--- src/rtl/rce_pkg.sv ---
package rce_pkg;

    typedef enum logic [1:0] {
        ST_IDLE  = 2'd0,
        ST_READ  = 2'd1,
        ST_WRITE = 2'd2,
        ST_DONE  = 2'd3
    } rce_state_e;

    // log2 of bytes per pixel for a depth code
    function automatic logic [1:0] depth_shift(input logic [1:0] code);
        unique case (code)
            2'd0:    return 2'd0;
            2'd1:    return 2'd1;
            2'd2:    return 2'd1;
            default: return 2'd2;
        endcase
    endfunction

endpackage

--- src/rtl/rce_buf_select.sv ---
module rce_buf_select #(
    parameter int NBUF   = 4,
    parameter int BIDX_W = 2
) (
    input  logic [BIDX_W+NBUF-1:0] ctx,
    output logic [BIDX_W-1:0]      src_idx,
    output logic [BIDX_W-1:0]      dst_idx
);
    always_comb begin
        src_idx = ctx[BIDX_W-1:0];
        dst_idx = '0;
        for (int i = 0; i < NBUF; i++) begin
            if (ctx[BIDX_W+i]) dst_idx = BIDX_W'(i);
        end
    end
endmodule

--- src/rtl/rce_addr_gen.sv ---
module rce_addr_gen #(
    parameter int ADDR_W  = 12,
    parameter int COORD_W = 8,
    parameter int RB_W    = 10
) (
    input  logic [ADDR_W-1:0]  base,
    input  logic [ADDR_W-1:0]  pitch,
    input  logic [COORD_W-1:0] x,
    input  logic [ADDR_W-1:0]  y,
    input  logic [1:0]         sh,
    input  logic [RB_W-1:0]    boff,
    output logic [ADDR_W-1:0]  addr
);
    logic [ADDR_W-1:0] line_off;
    logic [ADDR_W-1:0] pix_off;

    assign line_off = y * pitch;
    assign pix_off  = ADDR_W'(x) << sh;
    assign addr     = base + line_off + pix_off + ADDR_W'(boff);
endmodule

--- src/rtl/rce_stage_buf.sv ---
module rce_stage_buf #(
    parameter int DEPTH = 64,
    parameter int AW    = 6
) (
    input  logic          clk,
    input  logic          wr_en,
    input  logic [AW-1:0] wr_addr,
    input  logic [7:0]    wr_data,
    input  logic [AW-1:0] rd_addr,
    output logic [7:0]    rd_data
);
    logic [7:0] store [DEPTH];

    always_ff @(posedge clk) begin
        if (wr_en) store[wr_addr] <= wr_data;
    end

    assign rd_data = store[rd_addr];
endmodule

--- src/rtl/rect_copy_engine.sv ---
module rect_copy_engine
    import rce_pkg::*;
#(
    parameter int NBUF        = 4,
    parameter int ADDR_W      = 12,
    parameter int COORD_W     = 8,
    parameter int STAGE_BYTES = 64,
    localparam int BIDX_W     = $clog2(NBUF),
    localparam int CTX_W      = BIDX_W + NBUF
) (
    input  logic                   clk,
    input  logic                   rst_n,
    input  logic                   start,
    input  logic [CTX_W-1:0]       ctx,
    input  logic [NBUF*ADDR_W-1:0] buf_base,
    input  logic [ADDR_W-1:0]      pitch,
    input  logic [1:0]             depth,
    input  logic [COORD_W-1:0]     src_x,
    input  logic [COORD_W-1:0]     src_y,
    input  logic [COORD_W-1:0]     dst_x,
    input  logic [COORD_W-1:0]     dst_y,
    input  logic [COORD_W-1:0]     width,
    input  logic [COORD_W-1:0]     height,
    output logic                   busy,
    output logic                   done,
    output logic                   cross_buf,
    output logic                   mem_req,
    output logic                   mem_we,
    output logic [ADDR_W-1:0]      mem_addr,
    output logic [7:0]             mem_wdata,
    input  logic [7:0]             mem_rdata,
    input  logic                   mem_ready
);
    localparam int RB_W  = COORD_W + 2;
    localparam int TOT_W = RB_W + COORD_W;
    localparam int SP_W  = $clog2(STAGE_BYTES);

    rce_state_e state_q, state_d;

    logic [BIDX_W-1:0]  src_idx, dst_idx;
    logic [ADDR_W-1:0]  src_base_in, dst_base_in;
    logic [RB_W-1:0]    rb_in;
    logic [TOT_W-1:0]   total_in;
    logic               fits, accept, xfer, last_byte, last_row, last_all;

    logic [ADDR_W-1:0]  src_base_q, dst_base_q, pitch_q;
    logic [COORD_W-1:0] sx_q, sy_q, dx_q, dy_q, h_q;
    logic [1:0]         sh_q;
    logic [RB_W-1:0]    rb_q, bx_q;
    logic [COORD_W-1:0] ry_q;
    logic [SP_W-1:0]    sp_q;
    logic               cross_q;

    logic [ADDR_W-1:0]  rd_addr, wr_addr;
    logic [7:0]         stage_q;

    rce_buf_select #(.NBUF(NBUF), .BIDX_W(BIDX_W)) u_sel (
        .ctx(ctx), .src_idx(src_idx), .dst_idx(dst_idx)
    );

    assign src_base_in = buf_base[src_idx*ADDR_W +: ADDR_W];
    assign dst_base_in = buf_base[dst_idx*ADDR_W +: ADDR_W];
    assign rb_in       = RB_W'(width) << depth_shift(depth);
    assign total_in    = TOT_W'(rb_in) * TOT_W'(height);
    assign fits        = (width != '0) && (height != '0) &&
                         (total_in <= TOT_W'(STAGE_BYTES));
    assign accept      = start && (state_q == ST_IDLE) && fits;
    assign xfer        = mem_req && mem_ready;
    assign last_byte   = (bx_q == rb_q - RB_W'(1));
    assign last_row    = (ry_q == h_q - COORD_W'(1));
    assign last_all    = last_byte && last_row;

    // state register
    always_ff @(posedge clk) begin
        if (!rst_n) state_q <= ST_IDLE;
        else        state_q <= state_d;
    end

    always_comb begin
        state_d = state_q;
        unique case (state_q)
            ST_IDLE:  if (accept)           state_d = ST_READ;
            ST_READ:  if (xfer && last_all) state_d = ST_WRITE;
            ST_WRITE: if (xfer && last_all) state_d = ST_DONE;
            ST_DONE:                        state_d = ST_IDLE;
        endcase
    end

    // outputs
    always_comb begin
        busy     = 1'b1;
        done     = 1'b0;
        mem_req  = 1'b0;
        mem_we   = 1'b0;
        mem_addr = rd_addr;
        unique case (state_q)
            ST_IDLE:  busy = 1'b0;
            ST_READ:  mem_req = 1'b1;
            ST_WRITE: begin
                mem_req  = 1'b1;
                mem_we   = 1'b1;
                mem_addr = wr_addr;
            end
            ST_DONE:  done = 1'b1;
        endcase
    end

    assign mem_wdata = stage_q;
    assign cross_buf = cross_q;

    // operand latch and walk counters
    always_ff @(posedge clk) begin
        if (!rst_n) begin
            src_base_q <= '0; dst_base_q <= '0; pitch_q <= '0;
            sx_q <= '0; sy_q <= '0; dx_q <= '0; dy_q <= '0; h_q <= '0;
            sh_q <= '0; rb_q <= '0; bx_q <= '0; ry_q <= '0; sp_q <= '0;
            cross_q <= 1'b0;
        end else if (accept) begin
            src_base_q <= src_base_in;
            dst_base_q <= dst_base_in;
            pitch_q    <= pitch;
            sx_q <= src_x; sy_q <= src_y; dx_q <= dst_x; dy_q <= dst_y;
            h_q  <= height;
            sh_q <= depth_shift(depth);
            rb_q <= rb_in;
            bx_q <= '0; ry_q <= '0; sp_q <= '0;
            cross_q <= (src_base_in != dst_base_in);
        end else if (xfer) begin
            if (last_byte) begin
                bx_q <= '0;
                ry_q <= last_row ? '0 : ry_q + COORD_W'(1);
            end else begin
                bx_q <= bx_q + RB_W'(1);
            end
            sp_q <= last_all ? '0 : sp_q + SP_W'(1);
        end
    end

    rce_addr_gen #(.ADDR_W(ADDR_W), .COORD_W(COORD_W), .RB_W(RB_W)) u_src_ag (
        .base(src_base_q), .pitch(pitch_q), .x(sx_q),
        .y(ADDR_W'(sy_q) + ADDR_W'(ry_q)), .sh(sh_q), .boff(bx_q),
        .addr(rd_addr)
    );

    rce_addr_gen #(.ADDR_W(ADDR_W), .COORD_W(COORD_W), .RB_W(RB_W)) u_dst_ag (
        .base(dst_base_q), .pitch(pitch_q), .x(dx_q),
        .y(ADDR_W'(dy_q) + ADDR_W'(ry_q)), .sh(sh_q), .boff(bx_q),
        .addr(wr_addr)
    );

    rce_stage_buf #(.DEPTH(STAGE_BYTES), .AW(SP_W)) u_stage (
        .clk(clk),
        .wr_en(state_q == ST_READ && xfer),
        .wr_addr(sp_q),
        .wr_data(mem_rdata),
        .rd_addr(sp_q),
        .rd_data(stage_q)
    );


    req_hold_chk: assert property (@(posedge clk) disable iff (!rst_n)
        mem_req && !mem_ready |=> mem_req && $stable(mem_addr) &&
                                   $stable(mem_we) && $stable(mem_wdata));


    idle_quiet_chk: assert property (@(posedge clk) disable iff (!rst_n)
        !busy |-> !mem_req);


    done_pulse_chk: assert property (@(posedge clk) disable iff (!rst_n)
        done |=> !done && !busy);


    done_after_write_chk: assert property (@(posedge clk) disable iff (!rst_n)
        $rose(done) |-> $past(mem_req && mem_we && mem_ready));


    read_first_chk: assert property (@(posedge clk) disable iff (!rst_n)
        $rose(busy) |-> mem_req && !mem_we);


    start_ignored_chk: assert property (@(posedge clk) disable iff (!rst_n)
        busy && start |=> $stable(cross_buf));

endmodule

--- config.mk ---
export PLATFORM = sky130hd
export DESIGN_NAME = rect_copy_engine
export DESIGN_NICKNAME = d
export VERILOG_FILES = /design/src/rtl/rce_pkg.sv /design/src/rtl/rce_buf_select.sv /design/src/rtl/rce_addr_gen.sv /design/src/rtl/rce_stage_buf.sv /design/src/rtl/rect_copy_engine.sv
export SDC_FILE = /design/constraint.sdc
export NUM_CORES = 1
export LEC_CHECK = 0
export BUFFER_PORTS_ARGS = -buffer_cell sky130_fd_sc_hd__buf_4
export CAP_MARGIN = 20
export CELL_PAD_IN_SITES_DETAIL_PLACEMENT = 0
export CELL_PAD_IN_SITES_GLOBAL_PLACEMENT = 1
export CORE_ASPECT_RATIO = 0.75
export CORE_UTILIZATION = 46
export CTS_CLUSTER_DIAMETER = 200
export DETAILED_ROUTE_END_ITERATION = 8
export HOLD_SLACK_MARGIN = 0.1
export MAX_ROUTING_LAYER = met4
export PLACE_DENSITY_LB_ADDON = 0.1
export SETUP_SLACK_MARGIN = 0.15
export SYNTH_ARGS = -nofsm -noshare
export SYNTH_HDL_FRONTEND = slang
export SYNTH_HIERARCHICAL = 1
export SYNTH_SLANG_ARGS = --single-unit
--- constraint.sdc ---
create_clock -name clk -period 7.8 [get_ports clk]
set_clock_uncertainty 0.2 [all_clocks]
set_input_delay 0.39 -clock clk [delete_from_list [all_inputs] [get_ports clk]]
set_output_delay 0.39 -clock clk [all_outputs]
set_load 0.02 [all_outputs]
---- After elaboration in Yosys (flattened, before gate mapping) ----
Memories as Yosys holds them, arrays and structs flattened. A register that Yosys moved wholly into a read port is not among the register bits.
Cells that the tools add are included.
cells by class
  add/sub/neg operators ................... 13
  multipliers ............................. 5
  div/mod/pow operators ................... 0
  magnitude comparators ................... 1
  equal/unequal tests ..................... 11
  shift-type cells ........................ 5
  mux-type cells .......................... 20
  bitwise logic cells ..................... 1
  reduce and logical (&&, ||, !) cells .... 17
operator list
  cell                   count
  $shiftx 48x7->12       2
  $add 12x12->12         4
  $add 12x10->12         2
  $mul 9x12->12          2
  $shl 8x2->12           2
  $add 8x8->9            2
  $le 18x7->1 const B    1
  $mul 10x8->18          1
  $mux 6                 3
  $reduce_bool 8->1      2
  $mux 12                1
  $ne 12x12->1           1
  $add 10x1->10 const B  1
  $eq 10x10->1           1
  $mux 10                1
  $mux 2                 5
  $shl 8x2->10           1
  $sub 10x1->10 const B  1
  $add 8x1->8 const B    1
  $eq 8x8->1             1
  $logic_and 1x1->1      8
  $mul 2x2->4 const B    2
  $mux 8                 1
  $pmux 2 s4             1
  12 further kinds       26
storage, ports and cells
  register bits after elaboration ......... 115
  latch bits .............................. 0
  bits in writable memories ............... 512
  bits in read-only memories .............. 0
  input bits .............................. 128
  output and inout bits ................... 25
  logic and storage cells ................. 89
  memories kept ........................... 1
memory list
  memory         words  bits a word  rd ports  clocked after Yosys merged registers in  write ports  RTL line             text
  u_stage.store  64     8            1         1                                        1            rce_stage_buf.sv:12  logic [7:0] store [DEPTH];

---- Longest topological paths before layout ----
Gate-level depths: netlist (run 1).
  depth in word-level cells ............... 10
  mapped depth ............................ 28
  depth with buffers taken out ............ 28

---- By module ----
The synthesis (run 1) kept the hierarchy.
by module, submodules not included
  module                    times used  cells an instance  area an instance (um^2)  sequential area each (um^2)
  rce_stage_buf             1           932                20006.7                  15374.7
  rect_copy_engine          1           1135               9638.0                   2302.2
  rce_addr_gen at u_dst_ag  1           360                3168.0                   0.0
  rce_addr_gen at u_src_ag  1           363                3168.0                   0.0
  rce_buf_select            1           5                  32.5                     0.0

---- Worst setup path before layout (run 1) ----
Ideal clock, no wire load.
  path type ............................... register to output
  start ................................... reg ry_q[1]
  end ..................................... out mem_addr[11]
  arrival time ............................ 6.466 ns
  data required time ...................... 7.210 ns
  setup slack ............................. 0.744 ns
  stages on the path, launching flop included .. 26
  buffers on the path ..................... 0
  cells stage by stage .................... dfxtp_1 -> ha_1 -> a21o_1 -> a21oi_1 -> o21ai_0 -> a21oi_1 -> o21bai_1 -> a21oi_1 -> xnor2_1 -> and2_1 -> fa_1 -> inv_1 -> fa_1 -> inv_1 -> fa_1 -> fa_1 -> fa_1 -> inv_1 -> fa_1 -> inv_1 -> ha_1 -> a21o_1 -> a21o_1 -> a31o_2 -> xnor2_1 -> mux2_2
between the ends
  cells in the longest elaborated chain, start to end .. 6
  elaborated cells between the ends (all ways) .. 11
  classes of those cells .................. add/sub: 8; mul: 2; mux: 1
RTL lines
  what                         RTL line                 text
  start, declared              rect_copy_engine.sv:50   logic [COORD_W-1:0] ry_q;
  start signal, assigned       rect_copy_engine.sv:131  ry_q <= last_row ? '0 : ry_q + COORD_W'(1);
  $add 8x8->9                  rect_copy_engine.sv:147  .y(ADDR_W'(dy_q) + ADDR_W'(ry_q)), .sh(sh_q), .boff(bx_q),
  $mul 9x12->12                rce_addr_gen.sv:17       assign line_off = y * pitch;
  $add 12x12->12 (2 in a row)  rce_addr_gen.sv:19       assign addr = base + line_off + pix_off + ADDR_W'(boff);
  $add 12x10->12               rce_addr_gen.sv:19
  net wr_addr[11]              rect_copy_engine.sv:54   logic [ADDR_W-1:0] rd_addr, wr_addr;
  $mux 12                      rect_copy_engine.sv:96   unique case (state_q)
  end, declared                rect_copy_engine.sv:29   output logic [ADDR_W-1:0] mem_addr,
The timed path passes the listed nets, and every way through them passes these cells.

---- Final worst setup path (run 1) ----
  start ................................... reg ry_q[0]
  end ..................................... out mem_addr[11]
between the ends
  cells in the longest elaborated chain, start to end .. 6
  elaborated cells between the ends (all ways) .. 11
  classes of those cells .................. add/sub: 8; mul: 2; mux: 1
RTL lines
  what                         RTL line                 text
  $add 8x8->9                  rect_copy_engine.sv:141  .y(ADDR_W'(sy_q) + ADDR_W'(ry_q)), .sh(sh_q), .boff(bx_q),
  $mul 9x12->12                rce_addr_gen.sv:17
  $add 12x12->12 (2 in a row)  rce_addr_gen.sv:19
  $add 12x10->12               rce_addr_gen.sv:19
  net rd_addr[11]              rect_copy_engine.sv:54
  $mux 12                      rect_copy_engine.sv:96
The timed path passes the listed nets, and every way through them passes these cells.

==> results of run 1 <==
==> stage by stage <==
step | instances | total power (W) | instance area, um^2 | hold slack, ns
2_1_floorplan | 2806 | 0.00496 | 36100 | 0.250
3_3_place_gp | 3892 | 0.00547 | 38300 | 0.268
3_5_place_dp | 3892 | 0.00551 | 38300 | 0.271
4_1_cts | 4074 | 0.00840 | 41100 | 0.106
5_1_grt | 4081 | 0.00873 | 41300 | 0.124
6_report | 4081 | 0.00834 | 41300 | 0.111
==> layout make-up <==
type,instances,area (um^2)
Multi-Input combinational cell,1750,17000
Tap cell,1035,1290
Timing Repair Buffer,284,2350
Fill cell,6462,35800
Clock inverter,33,352
Inverter,275,1030
Sequential cell,627,17700
Clock buffer,77,1570
==> power groups by stage <==
stage               logic, W  clock network (W)  registers (W)
floorplan            0.00125                  0        0.00371
global placement     0.00175                  0        0.00373
detailed placement   0.00178                  0        0.00373
CTS                  0.00183            0.00292        0.00366
global route         0.00203            0.00304        0.00366
finish               0.00182            0.00286        0.00365
==> layer usage <==
metal	track usage	wire, um	up-vias
met3	0.0310	5340	91
met5	-	0	-
met1	0.375	45400	11800
met4	0.0422	1270	0
met2	0.353	40800	613
li1	-	-	10400
==> Yosys cell counts, types with 9 or more instances <==
cell type | instances | share of area
edfxtp_1 | 512 | 0.43
inv_1 | 274 | 0.029
fa_1 | 182 | 0.10
nand2_1 | 160 | 0.017
mux4_2 | 150 | 0.094
ha_1 | 141 | 0.049
and2_1 | 133 | 0.023
a21oi_1 | 128 | 0.018
nor2_1 | 117 | 0.012
nand3_1 | 116 | 0.016
dfxtp_1 | 115 | 0.064
o21ai_0 | 112 | 0.016
clkbuf_1 | 94 | 0.0098
xnor2_1 | 75 | 0.018
xor2_1 | 54 | 0.013
mux2i_1 | 52 | 0.014
nor3_1 | 31 | 0.0043
mux2_2 | 30 | 0.0094
buf_2 | 27 | 0.0038
nor2b_1 | 22 | 0.0038
buf_4 | 19 | 0.0040
nand4_1 | 19 | 0.0033
a21o_1 | 18 | 0.0038
nand2b_1 | 17 | 0.0030
o211ai_1 | 12 | 0.0025
nor4_1 | 11 | 0.0019
o21a_1 | 10 | 0.0021
nand3b_1 | 9 | 0.0019
==> timing repair <==
action | 4_1_cts | 5_1_grt
pin swaps | 69 | 73
hold endpoints to repair | 101 | 0
setup endpoints to repair | 5 | 5
setup buffers | 15 | 7
hold buffers | 57 | 0
resized for setup | 62 | 24
==> cell families after synthesis <==
family / synth area share
XOR/XNOR: 0.0327
AND/OR/NAND/NOR: 0.0942
other: 0.000104
multiplexers: 0.118
buffers and inverters: 0.0494
flip-flops: 0.491
AO/OA/AOI/OAI: 0.0643
adder cells (fa/ha/maj): 0.150
==> worst max path at each step <==
stage,start,end,depth (start not counted)
floorplan,ry_q[1]$_SDFFE_PP0P_,mem_addr[11],25
global placement,ry_q[0]$_SDFFE_PP0P_,mem_addr[11],26
detailed placement,ry_q[0]$_SDFFE_PP0P_,mem_addr[11],26
CTS,ry_q[0]$_SDFFE_PP0P_,mem_addr[11],26
global route,ry_q[0]$_SDFFE_PP0P_,mem_addr[11],26
finish,ry_q[0]$_SDFFE_PP0P_,mem_addr[11],28
==> state kept, by name, summed over array words and instances, names as in the netlist <==
| name | cells |
|---|---|
| bx_q | 10 |
| cross_buf | 1 |
| dx_q | 8 |
| sp_q | 6 |
| src_base_q | 12 |
| u_stage/store | 512 |
| dst_base_q | 12 |
| state_q | 2 |
| sh_q | 2 |
| h_q | 8 |
| sx_q | 8 |
| rb_q | 10 |
| pitch_q | 12 |
| ry_q | 8 |
| sy_q | 8 |
| dy_q | 8 |
==> flow_summary_export.csv, run 1 <==
group,metric,value,unit
detailed_routing,via_count,23000,
logic_synthesis,yosys_warnings,6,
min_path,hold_depth,1,
floorplan,start_util,0.467,
floorplan,row_count,88,
floorplan,ioPinCount,153,
floorplan,die_x,325,um
clock_tree,cts.sinks,627,
clock_tree,clk-insertion-delay-late,0.64,ns
min_path,min_path_type,"input port to flip-flop",
worst_setup_path,rr_worst_depth,6,
sta,period_needed,7.69,ns
placed_design,port_buffers,151,
logic_synthesis,ys.flop_type,"edfxtp_1",
pwr,leakage,14.9,nW
worst_setup_path,cpMostUsedCell,"fa_1",
grt,first_global_vias,23500,
worst_setup_path,critPathKind,"flip-flop to primary output",
sta,rsz0062_at_grt,"true",
worst_setup_path,cp-end-kind,"primary output",
sta,maxSlewHeadroom,0.303,
pwr,clockPowerShare,0.343,
final_layout,final_util,0.536,
worst_setup_path,cp_data_required_time,7.21,ns
grt,grt-ovfl-total,0,
final_layout,nets,3449,
sta,hold_viol,0,
worst_setup_path,cpPeakStageDelay,0.53,ns
worst_setup_path,slowest_stage,"fa_1",
pwr,p_sw,0.00242,W
sta,setup_violations,0,
clock_tree,clockBufferDepth,3,
final_layout,syn2layout_area_growth,14.8,%
floorplan,core-area,77200,um^2
worst_setup_path,startpoint_type,"flip-flop",
min_path,min_from,"mem_rdata[6]",
logic_synthesis,ys_types,79,
logic_synthesis,synth_cells,2795,
pwr,comb_power_share,0.219,
final_layout,final_cell_mix,"512 x edfxtp_1, 263 x inv_1, 219 x buf_4, 175 x fa_1, 157 x nand2_1",
detailed_routing,drtPass1Iterations,5,
detailed_routing,ant_nets,0,
detailed_routing,viasPerCell,5.63,
clock_tree,tritoncts,"built",
sta,fmax,130,MHz
placed_design,dpl.hpwl,64700,um
sta,setup_slack,0.105,ns
detailed_routing,drc_errors,0,
pwr,internal_power,0.00591,W
pwr,powerDensity,202,nW/um^2
logic_synthesis,synthArstFlopShare,0,
logic_synthesis,synth_area_per_cell,12.9,um^2
placed_design,place_ws,0.177,ns
floorplan,die_area,79400,um^2
grt,grt_first_pass_wirelength,145000,um
placed_design,gp_congestion,0.854,
clock_tree,cts_buffers,60,
final_layout,diodes,0,
worst_setup_path,worst-path-buf-inv,7,
worst_setup_path,path_delay_family,"adder cells",
clock_tree,clk_pin_slew,0.06,ns
pwr,ir_worst_vdd,0.373,mV
run,maxCapViolations,0,
logic_synthesis,ys_seq_elements,627,
logic_synthesis,synth_area,36000,um^2
worst_setup_path,timing.rr.start,"state_q[0]$_SDFFE_PN0P_",
detailed_routing,drt_iter0_markers,1628,
grt,antenna_found_initial,0,
final_layout,layout_commonest_cell,"edfxtp_1",
sta,fin_setup_tns,0,ns
sta,maxSlewViolCount,0,
min_path,min_to,"u_stage/store[38][6]$_DFFE_PP_",
detailed_routing,wl_per_cell,22.7,um
sta,worst_pin_slew,1.04,ns
sta,finalCritPeriodShare,0.986,
logic_synthesis,yosysSeqAreaShare,0.491,
pwr,pwr-share-seq,0.438,
worst_setup_path,worst-path-max-fanout,5,
worst_setup_path,worstPathArrival,7.10,ns
clock_tree,root_buffer,"clkbuf_16",
outcome,status,"complete, no violations",
grt,grtUsageTotal,0.245,
logic_synthesis,synth_edf_count,512,
floorplan,die_y,244,um
detailed_routing,wl,92800,um
grt,grt_max_degree,93,
pwr,netSwitchingFraction,0.291,
worst_setup_path,rr_endpoint,"u_stage/store[30][5]$_DFFE_PP_",
final_layout,layout-drive-gt1-share,0.193,
worst_setup_path,r2r_setup_slack,3.90,ns
clock_tree,htreeDepth,2,
Power figures use the tool's default switching activity.
==> run 2: changes to the inputs <==
--- a/config.mk
+++ b/config.mk
@@ -21,3 +21,4 @@
 export SYNTH_HDL_FRONTEND = slang
 export SYNTH_HIERARCHICAL = 1
 export SYNTH_SLANG_ARGS = --single-unit
+export TNS_END_PERCENT = 5
==> constraint.sdc (replaced) <==
create_clock -name clk -period 6.9 [get_ports clk]
set_clock_uncertainty 0.2 [all_clocks]
set_input_delay 0.345 -clock clk [delete_from_list [all_inputs] [get_ports clk]]
set_output_delay 0.345 -clock clk [all_outputs]
set_load 0.02 [all_outputs]
==> flow_summary_export.csv, run 2 (synthesis gave the netlist of run 1 again) <==
group,metric,value,unit
outcome,status,"complete, but fails checks",
outcome,violations,"setup timing",
worst_setup_path,startpoint_type,"flip-flop",
pwr,leakage,15.6,nW
sta,maxSlewViolCount,0,
sta,setup_slack,-0.694,ns
placed_design,gp_congestion,0.885,
grt,antenna_found_initial,0,
sta,worst_pin_slew,1.03,ns
final_layout,syn2layout_area_growth,18.1,%
sta,fmax,132,MHz
final_layout,largest_register,"u_stage/store",
pwr,powerDensity,231,nW/um^2
sta,fin_setup_tns,-3.18,ns
worst_setup_path,path_delay_family,"adder cells",
worst_setup_path,slowest_stage,"fa_1",
worst_setup_path,worst-path-buf-inv,7,
detailed_routing,viasPerCell,5.57,
final_layout,fillers,6495,
detailed_routing,drt_iter0_markers,2061,
clock_tree,clk_pin_slew,0.06,ns
clock_tree,clockBufferDepth,3,
clock_tree,htreeDepth,2,
worst_setup_path,worst-path-max-fanout,6,
min_path,min_path_type,"input port to flip-flop",
worst_setup_path,cp-end-kind,"primary output",
worst_setup_path,worstPathArrival,7.05,ns
detailed_routing,ant_nets,0,
floorplan,start_util,0.467,
final_layout,largest_reg_flops,512,
grt,grtUsageTotal,0.248,
placed_design,port_buffers,151,
final_layout,seqCellArea,17700,um^2
final_layout,final_cells,4194,
clock_tree,clk-insertion-delay-late,0.66,ns
floorplan,core-area,77200,um^2
pwr,ir_worst_vdd,0.566,mV
floorplan,ioPinCount,153,
placed_design,place_ws,-0.388,ns
final_layout,nets,3560,
grt,first_global_vias,24100,
final_layout,layout_commonest_cell,"edfxtp_1",
detailed_routing,wl_per_cell,22.4,um
run,maxCapViolations,0,
clock_tree,cts_buffers,61,
clock_tree,cts.sinks,627,
final_layout,final_cell_mix,"512 x edfxtp_1, 286 x buf_4, 254 x inv_1, 176 x fa_1, 159 x nand2_1",
grt,grt_max_degree,65,
final_layout,diodes,0,
worst_setup_path,cpPeakStageDelay,0.53,ns
placed_design,dpl.hpwl,67500,um
floorplan,row_count,88,
sta,finalCritPeriodShare,1.10,
sta,rsz0062_at_grt,"true",
grt,grt_first_pass_wirelength,146000,um
floorplan,die_y,244,um
placed_design,place_inst,3977,
worst_setup_path,cp_data_required_time,6.36,ns
worst_setup_path,critPathKind,"flip-flop to primary output",
detailed_routing,via_count,23400,
placed_design,placed_area,39000,um^2
final_layout,multi_input_area,17100,um^2
sta,timing.hold.ws,0.129,ns
sta,maxSlewHeadroom,0.309,
clock_tree,tritoncts,"built",
final_layout,fin_area,42500,um^2
final_layout,layout-drive-gt1-share,0.220,
floorplan,die_area,79400,um^2
detailed_routing,wl,94100,um
worst_setup_path,cpMostUsedCell,"fa_1",
grt,grt-ovfl-total,0,
sta,hold_viol,0,
floorplan,die_x,325,um
clock_tree,root_buffer,"clkbuf_16",
detailed_routing,drtPass1Iterations,5,
detailed_routing,drc_errors,0,
sta,setup_violations,6,
sta,period_needed,7.59,ns
-- run 2: cell types whose count changed in the layout (fill, tap and decap cells not counted), sizes merged --
cell,change
clkinvlp,-1
clkbuf,+3
buf,+75
dlygate4sd3,+35
bufinv,+3
clkinv,-2
-- run 2: layout make-up --
type	count	area share
Sequential cell	627	0.416
Multi-Input combinational cell	1750	0.402
Timing Repair Buffer	394	0.0778
Inverter	275	0.0243
Tap cell	1035	0.0305
Clock inverter	33	0.0104
Clock buffer	80	0.0386
-- run 2: worst paths after layout --
check / startpoint / end / slack, ns / cells after the start
max: ry_q[0]$_SDFFE_PP0P_ / mem_addr[11] / -0.69 / 28
min: buf_base[44] / dst_base_q[8]$_SDFFE_PN0P_ / 0.13 / 4
max reg2reg: sp_q[1]$_SDFFE_PP0P_ / u_stage/store[39][2]$_DFFE_PP_ / 3.06 / 3
min reg2reg: src_base_q[6]$_SDFFE_PN0P_ / src_base_q[6]$_SDFFE_PN0P_ / 0.28 / 2
-- run 2: worst register-to-register path, stage by stage, from the launching register on --
cell     delay, ns
dfxtp_4       0.83
buf_4         0.60
nand4_1       0.75
nor2_1        1.04
-- run 2: repair_timing --
action,CTS,global route
hold buffers,90,2
endpoints found under the setup margin,8,17
pin swaps,98,52
endpoints found under the hold margin,464,2
setup buffers,9,3
resized for setup,55,40
-- run 2: power by group --
group	switching (W)	total [W]	internal [W]
combinational	0.00131	0.00223	0.000920
sequential	0.0000341	0.00413	0.00409
clock	0.00147	0.00346	0.00199
-- run 2: per-stage QoR --
stage,utilization,power (W)
floorplan,-,0.00561
global placement,0.505,0.00632
detailed placement,0.505,0.00636
CTS,0.548,0.00986
global route,0.551,0.0103
finish,0.551,0.00981
-- run 2: routing by layer --
layer / part of all wire / up-vias / GRT usage
li1: - / 10600 / -
met1: 0.49 / 12000 / 0.380
met2: 0.44 / 593 / 0.356
met3: 0.057 / 100 / 0.0339
met4: 0.013 / 0 / 0.0411
met5: 0 / - / -
